===== src/rtl/spi_rom_pkg.sv =====
package spi_rom_pkg;
  typedef enum logic [1:0] {PH_OP, PH_ADDR, PH_DATA, PH_ERR} phase_e;

  localparam logic [7:0] OP_READ = 8'h03;
  localparam logic [7:0] OP_RDSR = 8'h05;

  // control register bit positions
  localparam int CB_CLK  = 0;
  localparam int CB_SEL  = 1;
  localparam int CB_DIN  = 2;
  localparam int CB_DOUT = 3;
  localparam int CB_REQ  = 4;
  localparam int CB_GNT  = 5;
endpackage


===== src/rtl/spi_rom_image.sv =====
module spi_rom_image #(
  parameter int              WORDS  = 64,
  parameter int              WORD_W = 16,
  parameter logic [15:0]     CSUM   = 16'hBABA,
  parameter logic [15:0]     W0     = 16'hA4A4,
  parameter logic [15:0]     W1     = 16'hB6B6,
  parameter logic [15:0]     W2     = 16'hC8C8,
  localparam int             IDX_W  = $clog2(WORDS)
) (
  input  logic              clk_i,
  input  logic              rst_ni,
  input  logic [IDX_W-1:0]  idx_i,
  output logic [WORD_W-1:0] word_o
);
  localparam logic [WORD_W-1:0] SEED_SUM = WORD_W'(W0) + WORD_W'(W1) + WORD_W'(W2);
  localparam logic [WORD_W-1:0] LAST_W   = WORD_W'(CSUM) - SEED_SUM;

  logic [WORD_W-1:0] mem_q [WORDS];

  for (genvar i = 0; i < WORDS; i++) begin : g_word
    localparam logic [WORD_W-1:0] INIT =
      (i == 0)         ? WORD_W'(W0) :
      (i == 1)         ? WORD_W'(W1) :
      (i == 2)         ? WORD_W'(W2) :
      (i == WORDS - 1) ? LAST_W      : '0;
    always_ff @(posedge clk_i or negedge rst_ni) begin
      if (!rst_ni) mem_q[i] <= INIT;
      else         mem_q[i] <= mem_q[i];
    end
  end

  assign word_o = mem_q[idx_i];

  logic [WORD_W-1:0] mem_sum;
  always_comb begin
    mem_sum = '0;
    for (int k = 0; k < WORDS; k++) mem_sum = mem_sum + mem_q[k];
  end

  assert_image_checksum_R10: assert property (@(posedge clk_i) disable iff (!rst_ni)
    mem_sum == WORD_W'(CSUM));
endmodule


===== src/rtl/spi_shift_fsm.sv =====
module spi_shift_fsm
  import spi_rom_pkg::*;
#(
  parameter int OP_W      = 8,
  parameter int ADDR_W    = 8,
  parameter int WORD_W    = 16,
  parameter int STAT_BITS = 8,
  localparam int MAXB  = (WORD_W > OP_W) ? ((WORD_W > ADDR_W) ? WORD_W : ADDR_W)
                                         : ((OP_W > ADDR_W) ? OP_W : ADDR_W),
  localparam int CNT_W = $clog2(MAXB + 1)
) (
  input  logic              clk_i,
  input  logic              rst_ni,
  input  logic              step_i,
  input  logic              abort_i,
  input  logic              din_i,
  input  logic [WORD_W-1:0] word_i,
  output logic [ADDR_W-1:0] addr_o,
  output logic              dout_o,
  output logic              err_o
);
  phase_e            phase_q;
  logic [CNT_W-1:0]  cnt_q;
  logic [OP_W-1:0]   op_q, op_nxt;
  logic [ADDR_W-1:0] addr_q;
  logic              dout_q;
  logic              is_read;
  logic [CNT_W-1:0]  last_cnt, bit_sel;

  assign op_nxt   = {op_q[OP_W-2:0], din_i};
  assign is_read  = (op_q == OP_W'(OP_READ));
  assign last_cnt = is_read ? CNT_W'(WORD_W - 1) : CNT_W'(STAT_BITS - 1);
  assign bit_sel  = CNT_W'(WORD_W - 1) - cnt_q;

  always_ff @(posedge clk_i or negedge rst_ni) begin
    if (!rst_ni) begin
      phase_q <= PH_OP;
      cnt_q   <= '0;
      op_q    <= '0;
      addr_q  <= '0;
      dout_q  <= 1'b0;
    end else if (abort_i) begin
      phase_q <= PH_OP;
      cnt_q   <= '0;
      op_q    <= '0;
      addr_q  <= '0;
    end else if (step_i) begin
      unique case (phase_q)
        PH_OP: begin
          op_q <= op_nxt;
          if (cnt_q == CNT_W'(OP_W - 1)) begin
            cnt_q <= '0;
            if (op_nxt == OP_W'(OP_READ))      phase_q <= PH_ADDR;
            else if (op_nxt == OP_W'(OP_RDSR)) phase_q <= PH_DATA;
            else                               phase_q <= PH_ERR;
          end else begin
            cnt_q <= cnt_q + 1'b1;
          end
        end
        PH_ADDR: begin
          addr_q <= {addr_q[ADDR_W-2:0], din_i};
          if (cnt_q == CNT_W'(ADDR_W - 1)) begin
            cnt_q   <= '0;
            phase_q <= PH_DATA;
          end else begin
            cnt_q <= cnt_q + 1'b1;
          end
        end
        PH_DATA: begin
          dout_q <= is_read ? word_i[bit_sel] : 1'b0;
          if (cnt_q == last_cnt) begin
            phase_q <= PH_OP;
            cnt_q   <= '0;
            op_q    <= '0;
            addr_q  <= '0;
          end else begin
            cnt_q <= cnt_q + 1'b1;
          end
        end
        default: ; // error phase: wait for deselect
      endcase
    end
  end

  assign addr_o = addr_q;
  assign dout_o = dout_q;
  assign err_o  = (phase_q == PH_ERR);

  assert_err_holds_R7: assert property (@(posedge clk_i) disable iff (!rst_ni)
    (err_o && !abort_i) |=> (err_o && $stable(dout_o)));
  assert_dout_needs_step_R2: assert property (@(posedge clk_i) disable iff (!rst_ni)
    !step_i |=> $stable(dout_o));
  assert_abort_clears_R8: assert property (@(posedge clk_i) disable iff (!rst_ni)
    abort_i |=> (cnt_q == '0 && phase_q == PH_OP && !err_o));
  assert_status_zero_R5: assert property (@(posedge clk_i) disable iff (!rst_ni)
    (step_i && !abort_i && phase_q == PH_DATA && !is_read) |=> !dout_o);
  assert_cnt_bound_R6: assert property (@(posedge clk_i) disable iff (!rst_ni)
    (phase_q == PH_DATA) |-> (cnt_q <= last_cnt));
endmodule


===== src/rtl/spi_ctrl_reg.sv =====
module spi_ctrl_reg
  import spi_rom_pkg::*;
#(
  parameter int REG_W = 32
) (
  input  logic             clk_i,
  input  logic             rst_ni,
  input  logic             wr_en_i,
  input  logic [REG_W-1:0] wr_data_i,
  input  logic             dout_i,
  output logic             step_o,
  output logic             abort_o,
  output logic             din_o,
  output logic [REG_W-1:0] rd_data_o
);
  logic clk_q, req_q, gnt_q;

  always_ff @(posedge clk_i or negedge rst_ni) begin
    if (!rst_ni) begin
      clk_q <= 1'b0;
      req_q <= 1'b0;
      gnt_q <= 1'b0;
    end else if (wr_en_i) begin
      clk_q <= wr_data_i[CB_CLK];
      req_q <= wr_data_i[CB_REQ];
      gnt_q <= wr_data_i[CB_REQ]; // immediate grant
    end
  end

  assign step_o  = wr_en_i && wr_data_i[CB_SEL] && wr_data_i[CB_CLK] && !clk_q;
  assign abort_o = wr_en_i && !wr_data_i[CB_SEL];
  assign din_o   = wr_data_i[CB_DIN];

  always_comb begin
    rd_data_o          = '0;
    rd_data_o[CB_CLK]  = clk_q;
    rd_data_o[CB_DOUT] = dout_i;
    rd_data_o[CB_REQ]  = req_q;
    rd_data_o[CB_GNT]  = gnt_q;
  end

  assert_grant_tracks_R9: assert property (@(posedge clk_i) disable iff (!rst_ni)
    wr_en_i |=> (gnt_q == $past(wr_data_i[CB_REQ])));
  assert_no_step_idle_R2: assert property (@(posedge clk_i) disable iff (!rst_ni)
    !wr_en_i |=> $stable(clk_q));
endmodule


===== src/rtl/spi_eeprom_responder.sv =====
module spi_eeprom_responder #(
  parameter int          REG_W  = 32,
  parameter int          WORDS  = 64,
  parameter int          WORD_W = 16,
  parameter int          OP_W   = 8,
  parameter int          ADDR_W = 8,
  parameter logic [15:0] CSUM   = 16'hBABA
) (
  input  logic             clk_i,
  input  logic             rst_ni,
  input  logic             wr_en_i,
  input  logic [REG_W-1:0] wr_data_i,
  output logic [REG_W-1:0] rd_data_o,
  output logic             err_o
);
  localparam int IDX_W = $clog2(WORDS);

  logic              step, abort, din, dout;
  logic [ADDR_W-1:0] addr;
  logic [WORD_W-1:0] word;

  spi_ctrl_reg #(.REG_W(REG_W)) u_ctrl (
    .clk_i, .rst_ni, .wr_en_i, .wr_data_i,
    .dout_i(dout), .step_o(step), .abort_o(abort), .din_o(din), .rd_data_o
  );

  spi_shift_fsm #(.OP_W(OP_W), .ADDR_W(ADDR_W), .WORD_W(WORD_W), .STAT_BITS(8)) u_fsm (
    .clk_i, .rst_ni, .step_i(step), .abort_i(abort), .din_i(din),
    .word_i(word), .addr_o(addr), .dout_o(dout), .err_o
  );

  spi_rom_image #(.WORDS(WORDS), .WORD_W(WORD_W), .CSUM(CSUM)) u_rom (
    .clk_i, .rst_ni, .idx_i(addr[IDX_W:1]), .word_o(word)
  );
endmodule


===== config.mk =====
export PLATFORM = sky130hd
export DESIGN_NAME = spi_eeprom_responder
export DESIGN_NICKNAME = d
export VERILOG_FILES = /design/src/rtl/spi_rom_pkg.sv /design/src/rtl/spi_rom_image.sv /design/src/rtl/spi_shift_fsm.sv /design/src/rtl/spi_ctrl_reg.sv /design/src/rtl/spi_eeprom_responder.sv
export SDC_FILE = /design/constraint.sdc
export NUM_CORES = 1
export LEC_CHECK = 0
export ABC_AREA = 1
export BUFFER_PORTS_ARGS = -buffer_cell sky130_fd_sc_hd__buf_2
export CORE_ASPECT_RATIO = 1.75
export CORE_MARGIN = 5
export CORE_UTILIZATION = 30
export CTS_CLUSTER_DIAMETER = 80
export DETAILED_ROUTE_END_ITERATION = 8
export GPL_TIMING_DRIVEN = 0
export PLACE_DENSITY = 0.61
export SETUP_SLACK_MARGIN = 0.2
export SLEW_MARGIN = 20
export SYNTH_ARGS = -nofsm -noshare
export SYNTH_HDL_FRONTEND = slang
export SYNTH_SLANG_ARGS = --single-unit
export TNS_END_PERCENT = 5

===== constraint.sdc =====
create_clock -name clk_i -period 1.9 [get_ports clk_i]
set_input_delay 0.19 -clock clk_i [delete_from_list [all_inputs] [get_ports clk_i]]
set_output_delay 0.19 -clock clk_i [all_outputs]
set_load 0.005 [all_outputs]

After elaboration in Yosys (flattened, before gate mapping)
Memories as Yosys holds them, arrays and structs flattened.
Cells that the tools add are included.
{"block": "totals", "reg_bits": 25, "mem_bits_ro": 1024, "in_bits": 35, "word_cells": 69, "mem_count": 1}
{"block": "op_classes", "addsub": 2, "n_lt_le_gt_ge": 2, "n_eq_ne": 11, "mux": 26, "bitwise": 2, "reduce_logical": 18}
{"memory": "(no name shown)", "depth": 64, "word_bits": 16, "rd": 1, "rd_clocked_by_memory_dff": 0, "write_ports": 0, "line_no": "spi_rom_image.sv:32", "rtl": "assign word_o = mem_q[idx_i];"}
{"cell": "16-bit 2-to-1 mux", "count": 2}
{"cell": "8-bit 2-to-1 mux", "count": 3}
{"cell": "5-bit 2-to-1 mux", "count": 4}
{"cell": "8-bit by 2-bit equality test with 1-bit output (second input constant)", "count": 2}
{"cell": "8-bit one-hot mux with 2 select lines", "count": 1}
{"cell": "7-bit 2-to-1 mux", "count": 2}
{"cell": "7-bit one-hot mux with 2 select lines", "count": 1}
{"cell": "2-bit 2-to-1 mux", "count": 6}
{"cell": "5-bit one-hot mux with 2 select lines", "count": 1}
{"cell": "3-bit by 2-bit inequality test with 1-bit output (second input constant)", "count": 3}
{"cell": "3-bit AND reduction", "count": 3}
{"cell": "3-bit nonzero test", "count": 3}
{"cell": "8-bit by 3-bit equality test with 1-bit output (second input constant)", "count": 1}
{"cell": "7-bit greater-or-equal comparator (second input constant)", "count": 1}
{"cell": "6-bit inverter with 7-bit output", "count": 1}
{"cell": "2-bit one-hot mux with 3 select lines", "count": 1}
{"cell": "5-bit by 1-bit adder with 5-bit output (second input constant)", "count": 1}
{"cell": "5-bit by 3-bit equality test with 1-bit output (second input constant)", "count": 1}
{"cell": "5-bit equality test", "count": 1}
{"cell": "5-bit < comparator (second input constant)", "count": 1}
{"cell": "5-bit AND reduction", "count": 1}
{"cell": "4-bit by 5-bit subtractor with 5-bit output (first input constant)", "count": 1}
{"cell": "1-bit binary-select mux with 4-bit select", "count": 1}
{"cell": "2-bit equality test (second input constant)", "count": 2}
{"cell": "other kinds (11)", "count": 17}

Logic depth before layout (Yosys ltp)
{"block": "logic_depth", "word_depth": 7, "mapped_depth": 11, "depth_no_buf": 11}

Modules after synthesis
A second synthesis with hierarchy kept.
{"block": "hier_totals", "cells_unflattened": 308, "hier_area_um2": 2203.4}
{"module": "spi_shift_fsm", "instances": 1, "cells_per_inst": 229, "area_per_inst_um2": 1686.6, "seq_area_each_um2": 600.6}
{"module": "spi_ctrl_reg", "instances": 1, "cells_per_inst": 47, "area_per_inst_um2": 342.8, "seq_area_each_um2": 50.0}
{"module": "spi_rom_image", "instances": 1, "cells_per_inst": 32, "area_per_inst_um2": 173.9, "seq_area_each_um2": 0.0}

Worst setup path after synthesis
Ideal clock, no wire load.
{"block": "synth_timing", "path_kind": "register to register", "start": "register u_fsm.phase_q[0]", "end": "register u_fsm.op_q[2]", "arrival_time_ns": 1.313, "required_ns": 1.784, "path_slack_ns": 0.471, "stages_incl_launch_ff": 9, "cell_sequence": "dfrtp_1 > inv_1 > ha_1 > inv_1 > nor2_1 > nand2_2 > buf_4 > nand3_1 > nand2_1"}
{"block": "synth_via", "elab_chain_cells": 4}
{"item": "from (decl)", "line_no": "spi_shift_fsm.sv:22", "rtl": "phase_e phase_q;"}
{"item": "from (signal assigned)", "line_no": "spi_shift_fsm.sv:37", "rtl": "phase_q <= PH_OP;"}
{"item": "from (signal assigned)", "line_no": "spi_shift_fsm.sv:43", "rtl": "phase_q <= PH_OP;"}
{"item": "from (signal assigned)", "line_no": "spi_shift_fsm.sv:53", "rtl": "if (op_nxt == OP_W'(OP_READ)) phase_q <= PH_ADDR;"}
{"item": "2-bit equality test / 2-bit logical NOT (equally long branches)", "line_no": "spi_shift_fsm.sv:48", "rtl": "unique case (phase_q)"}
{"item": "8-bit one-hot mux with 2 select lines", "line_no": "spi_shift_fsm.sv:48"}
{"item": "8-bit 2-to-1 mux", "line_no": "spi_shift_fsm.sv:47", "rtl": "end else if (step_i) begin"}
{"item": "8-bit 2-to-1 mux", "line_no": "spi_shift_fsm.sv:42", "rtl": "end else if (abort_i) begin"}
{"item": "to (signal assigned)", "line_no": "spi_shift_fsm.sv:50", "rtl": "op_q <= op_nxt;"}
{"item": "to (decl)", "line_no": "spi_shift_fsm.sv:24", "rtl": "logic [OP_W-1:0] op_q, op_nxt;"}
Several ways; a longest one is shown, not always the timed one. The select of a mux whose other input is x is not followed.
A chain may end at the register's enable or synchronous reset.

Worst setup path after layout
{"block": "layout_timing", "start": "register u_fsm.cnt_q[1]", "end": "register u_fsm.op_q[0]"}
{"block": "layout_via", "elab_chain_cells": 3}
{"item": "from (decl)", "line_no": "spi_shift_fsm.sv:23", "rtl": "logic [CNT_W-1:0] cnt_q;"}
{"item": "from (signal assigned)", "line_no": "spi_shift_fsm.sv:57", "rtl": "cnt_q <= cnt_q + 1'b1;"}
{"item": "from (signal assigned)", "line_no": "spi_shift_fsm.sv:66", "rtl": "cnt_q <= cnt_q + 1'b1;"}
{"item": "from (signal assigned)", "line_no": "spi_shift_fsm.sv:77", "rtl": "cnt_q <= cnt_q + 1'b1;"}
{"item": "5-bit equality test", "line_no": "spi_shift_fsm.sv:71", "rtl": "if (cnt_q == last_cnt) begin"}
{"item": "3-bit by 2-bit inequality test with 1-bit output (no source line)"}
{"item": "3-bit AND reduction (no source line)"}
Every way passes these cells.

==> flow_metrics.py <==
metrics = {
    "run_status": {
        "status": "finished, final reports clean",
    },
    "global_route": {
        "globalRouteOverflowTotal": 0,
        "grt-busiest-layer": "met2",
        "use_met2": 0.202,
        "antenna_found_initial": 0,
        "grt_pass1_vias": 1643,
        "grtUsageMet1": 0.101,
        "grt_max_degree": 26,
        "grt_use_met3": 0.0128,
        "grt_pass1_wl_um": 6960,
        "grt_usage": 0.100,
    },
    "yosys": {
        "ys_seq_elements": 25,
        "ys.flop_type": "dfrtp_1",
        "yosysWarnings": 0,
        "async_reset_ff_frac": 1.00,
        "synth_edf_count": 0,
        "yosysTopAreaCellShare": 0.314,
        "syn-cell-area_um2": 1990,
        "ys_types": 28,
        "synth.yosys.seq_area_share": 0.314,
        "yosys-top-cells-area": "dfrtp_1, nand2_1, buf_4, nand3_1, inv_1",
        "synth_cells": 272,
        "yosysTopAreaCell": "dfrtp_1",
        "syn_avg_cell_area_um2": 7.31,
    },
    "power_and_ir_drop": {
        "p_per_area_nw_per_um2": 1120,
        "leakage_nw": 1.30,
        "peakVddDrop_mv": 0.360,
        "p_switching_mw": 1.16,
        "switching_share": 0.441,
        "p_seq_frac": 0.340,
        "p_int_mw": 1.47,
        "p_comb_frac": 0.481,
        "pwr-share-clk": 0.179,
    },
    "detailed_routing": {
        "ant_nets": 0,
        "wl_per_cell_um": 10.3,
        "firstDrtPassIters": 4,
        "via_per_inst": 4.23,
        "drcViolationCount": 0,
        "drt-total-wl_um": 4070,
        "vias": 1679,
        "drt-initial-drc-count": 66,
    },
    "critical_path": {
        "startpoint": "u_fsm.cnt_q[1]$_DFFE_PN0P_",
        "slowest_stage": "dfrtp_1",
        "cp_data_required_time_ns": 2.05,
        "cpMostUsedCell": "nand2_1",
        "path_cells": "ha_1 > nand2_1 > nor2_2 > nand3_2 > nand2_2 > buf_6 > nand2_4 > nand2_1 > nand2_1",
        "r2r-end": "u_fsm.op_q[0]$_DFFE_PN0P_",
        "crit_path_start_kind": "flip-flop",
        "reg2reg_from": "u_fsm.cnt_q[1]$_DFFE_PN0P_",
        "cp.buffers_inverters": 1,
        "path_class": "flip-flop to flip-flop",
        "r2r_slack_ns": 0.32,
        "cp.arrival_ns": 1.72,
        "worstRegToRegCells": 9,
        "critPathMaxStageDelay_ns": 0.44,
        "crit_family": "simple AND/OR/NAND/NOR gates",
        "worstSetupEndpointType": "flip-flop",
        "worstPathMaxFanout": 10,
    },
    "final_layout": {
        "seq_area_um2": 627,
        "layout.nets": 356,
        "drive_above_1_share": 0.251,
        "layout_common_cells": "nand2_1, buf_4, nand3_1",
        "antenna_cells": 0,
        "syn_to_final_growth_pct": 17.8,
        "n_fill_cell": 718,
        "multiInputGateArea_um2": 1080,
        "final_common_cell": "nand2_1",
    },
    "sta": {
        "relSlewSlack": 0.608,
        "fin_crit_sh": 0.829,
        "period_minus_slack_ns": 1.58,
        "rsz0062_at_grt": "false",
        "fmax_ghz": 0.635,
        "tns_ns": 0,
        "hold_violations": 0,
        "tightest_slew_ns": 0.588,
        "slew_viol_final": 0,
        "clock_skew_ns": 0.00398,
        "hold_ws_ns": 0.125,
        "setup_viol": 0,
    },
    "floorplan": {
        "die_h_um": 118,
        "die_x_um": 71.6,
        "coreArea_um2": 6490,
        "start_util": 0.307,
        "ios": 68,
        "rows": 39,
        "design.die.area_um2": 8420,
    },
    "clock_network": {
        "post-cts-setup-buffer-count": 0,
        "worstSkewPairLatency_ns": 0.26,
        "cts_tree": "built",
        "h-tree-depth": 1,
        "cts.clk_slew.worst_paths_ns": 0.06,
        "cts.sinks": 25,
        "cts-root-buf": "clkbuf_16",
        "numCtsBuffers": 3,
        "cts_buffer_depth": 2,
    },
    "place": {
        "dp_hpwl_um": 3330,
        "place.gp.congestion": 0.866,
        "port_buffers": 11,
    },
    "hold_path": {
        "min_delay_worst_endpoint": "u_ctrl.req_q$_DFFE_PN0P_",
        "hold_depth": 3,
        "hold_path_class": "primary input to flip-flop",
        "hold_path.startpoint": "wr_data_i[4]",
    },
    "job": {
        "maxCapViolCount": 0,
    },
}
-- power groups by stage --
stage	clock network, mW	logic [mW]	registers [mW]
2_1_floorplan	0	1.03	0.843
3_3_place_gp	0	1.24	0.895
3_5_place_dp	0	1.26	0.898
4_1_cts	0.485	1.27	0.889
5_1_grt	0.506	1.45	0.920
6_report	0.470	1.26	0.894
-- worst max-delay path by stage --
stage | endpoint | slack, ns | cells past startpoint
detailed placement | u_fsm.cnt_q[3]$_DFFE_PN0P_ | 0.26 | 8
floorplan | u_fsm.op_q[2]$_DFFE_PN0P_ | 0.47 | 8
finish | u_fsm.op_q[0]$_DFFE_PN0P_ | 0.32 | 9
global placement | u_fsm.cnt_q[4]$_DFFE_PN0P_ | 0.27 | 8
global route | u_fsm.phase_q[0]$_DFFE_PN0P_ | 0.21 | 8
CTS | u_fsm.op_q[0]$_DFFE_PN0P_ | 0.24 | 9
-- cell families after synthesis --
family          share of synthesized area
compound gates                     0.0314
other cells                       0.00188
fa+ha+maj                          0.0314
buf+inv                             0.194
simple gates                        0.427
flops                               0.314
-- flip-flops by register name, summed over array words and instances (netlist names) --
register       flops
u_fsm.op_q         8
u_fsm.addr_o       7
u_fsm.cnt_q        5
u_fsm.phase_q      2
u_ctrl.clk_q       1
u_ctrl.req_q       1
u_fsm.dout_o       1
-- tightest hold or removal path, stage by stage --
cell     delay [ns]
buf_2          0.07
nand2_1        0.04
nand2_1        0.05
-- per-stage QoR --
step	instance area, um2	util	setup slack [ns]	power (mW)	instances
after floorplan	2090	-	0.471	1.88	299
after global placement	2250	0.346	0.273	2.13	392
after detailed placement	2250	0.346	0.256	2.15	392
after CTS	2340	0.360	0.237	2.64	397
after global routing	2340	0.361	0.207	2.88	397
final	2340	0.361	0.325	2.63	397
-- synth_stat cells, types with 3 or more instances --
| cell | instances |
|---|---|
| nand2_1 | 83 |
| buf_4 | 33 |
| nand3_1 | 29 |
| dfrtp_1 | 25 |
| inv_1 | 25 |
| nor2_1 | 20 |
| a21oi_1 | 5 |
| ha_1 | 5 |
| nand3b_1 | 5 |
| inv_2 | 4 |
| nand2_2 | 4 |
| nand2_4 | 4 |
| nor2_8 | 4 |
| nor3_1 | 4 |
| nor2_4 | 3 |
| o21ai_0 | 3 |
-- metal layers --
metal	share of wire	routed length [um]	vias to the layer above
li1	-	-	877
met1	0.37	1520	761
met2	0.56	2280	35
met3	0.050	203	6
met4	0.016	65	0
met5	0	0	-
-- repair_timing --
action,CTS,global route
endpoints found under the setup margin,0,19
hold endpoints to repair,25,0
hold buffers,1,0
resized for setup,0,3
-- final cells by class --
class | count | area share
flip-flops and latches | 25 | 0.267
repair buffers | 12 | 0.0278
clock buffers | 4 | 0.0336
well taps | 82 | 0.0438
inverters | 31 | 0.0518
plain buffers | 35 | 0.113
multi-input cells | 208 | 0.463
No activity file was read; power rests on OpenSTA's default activity.
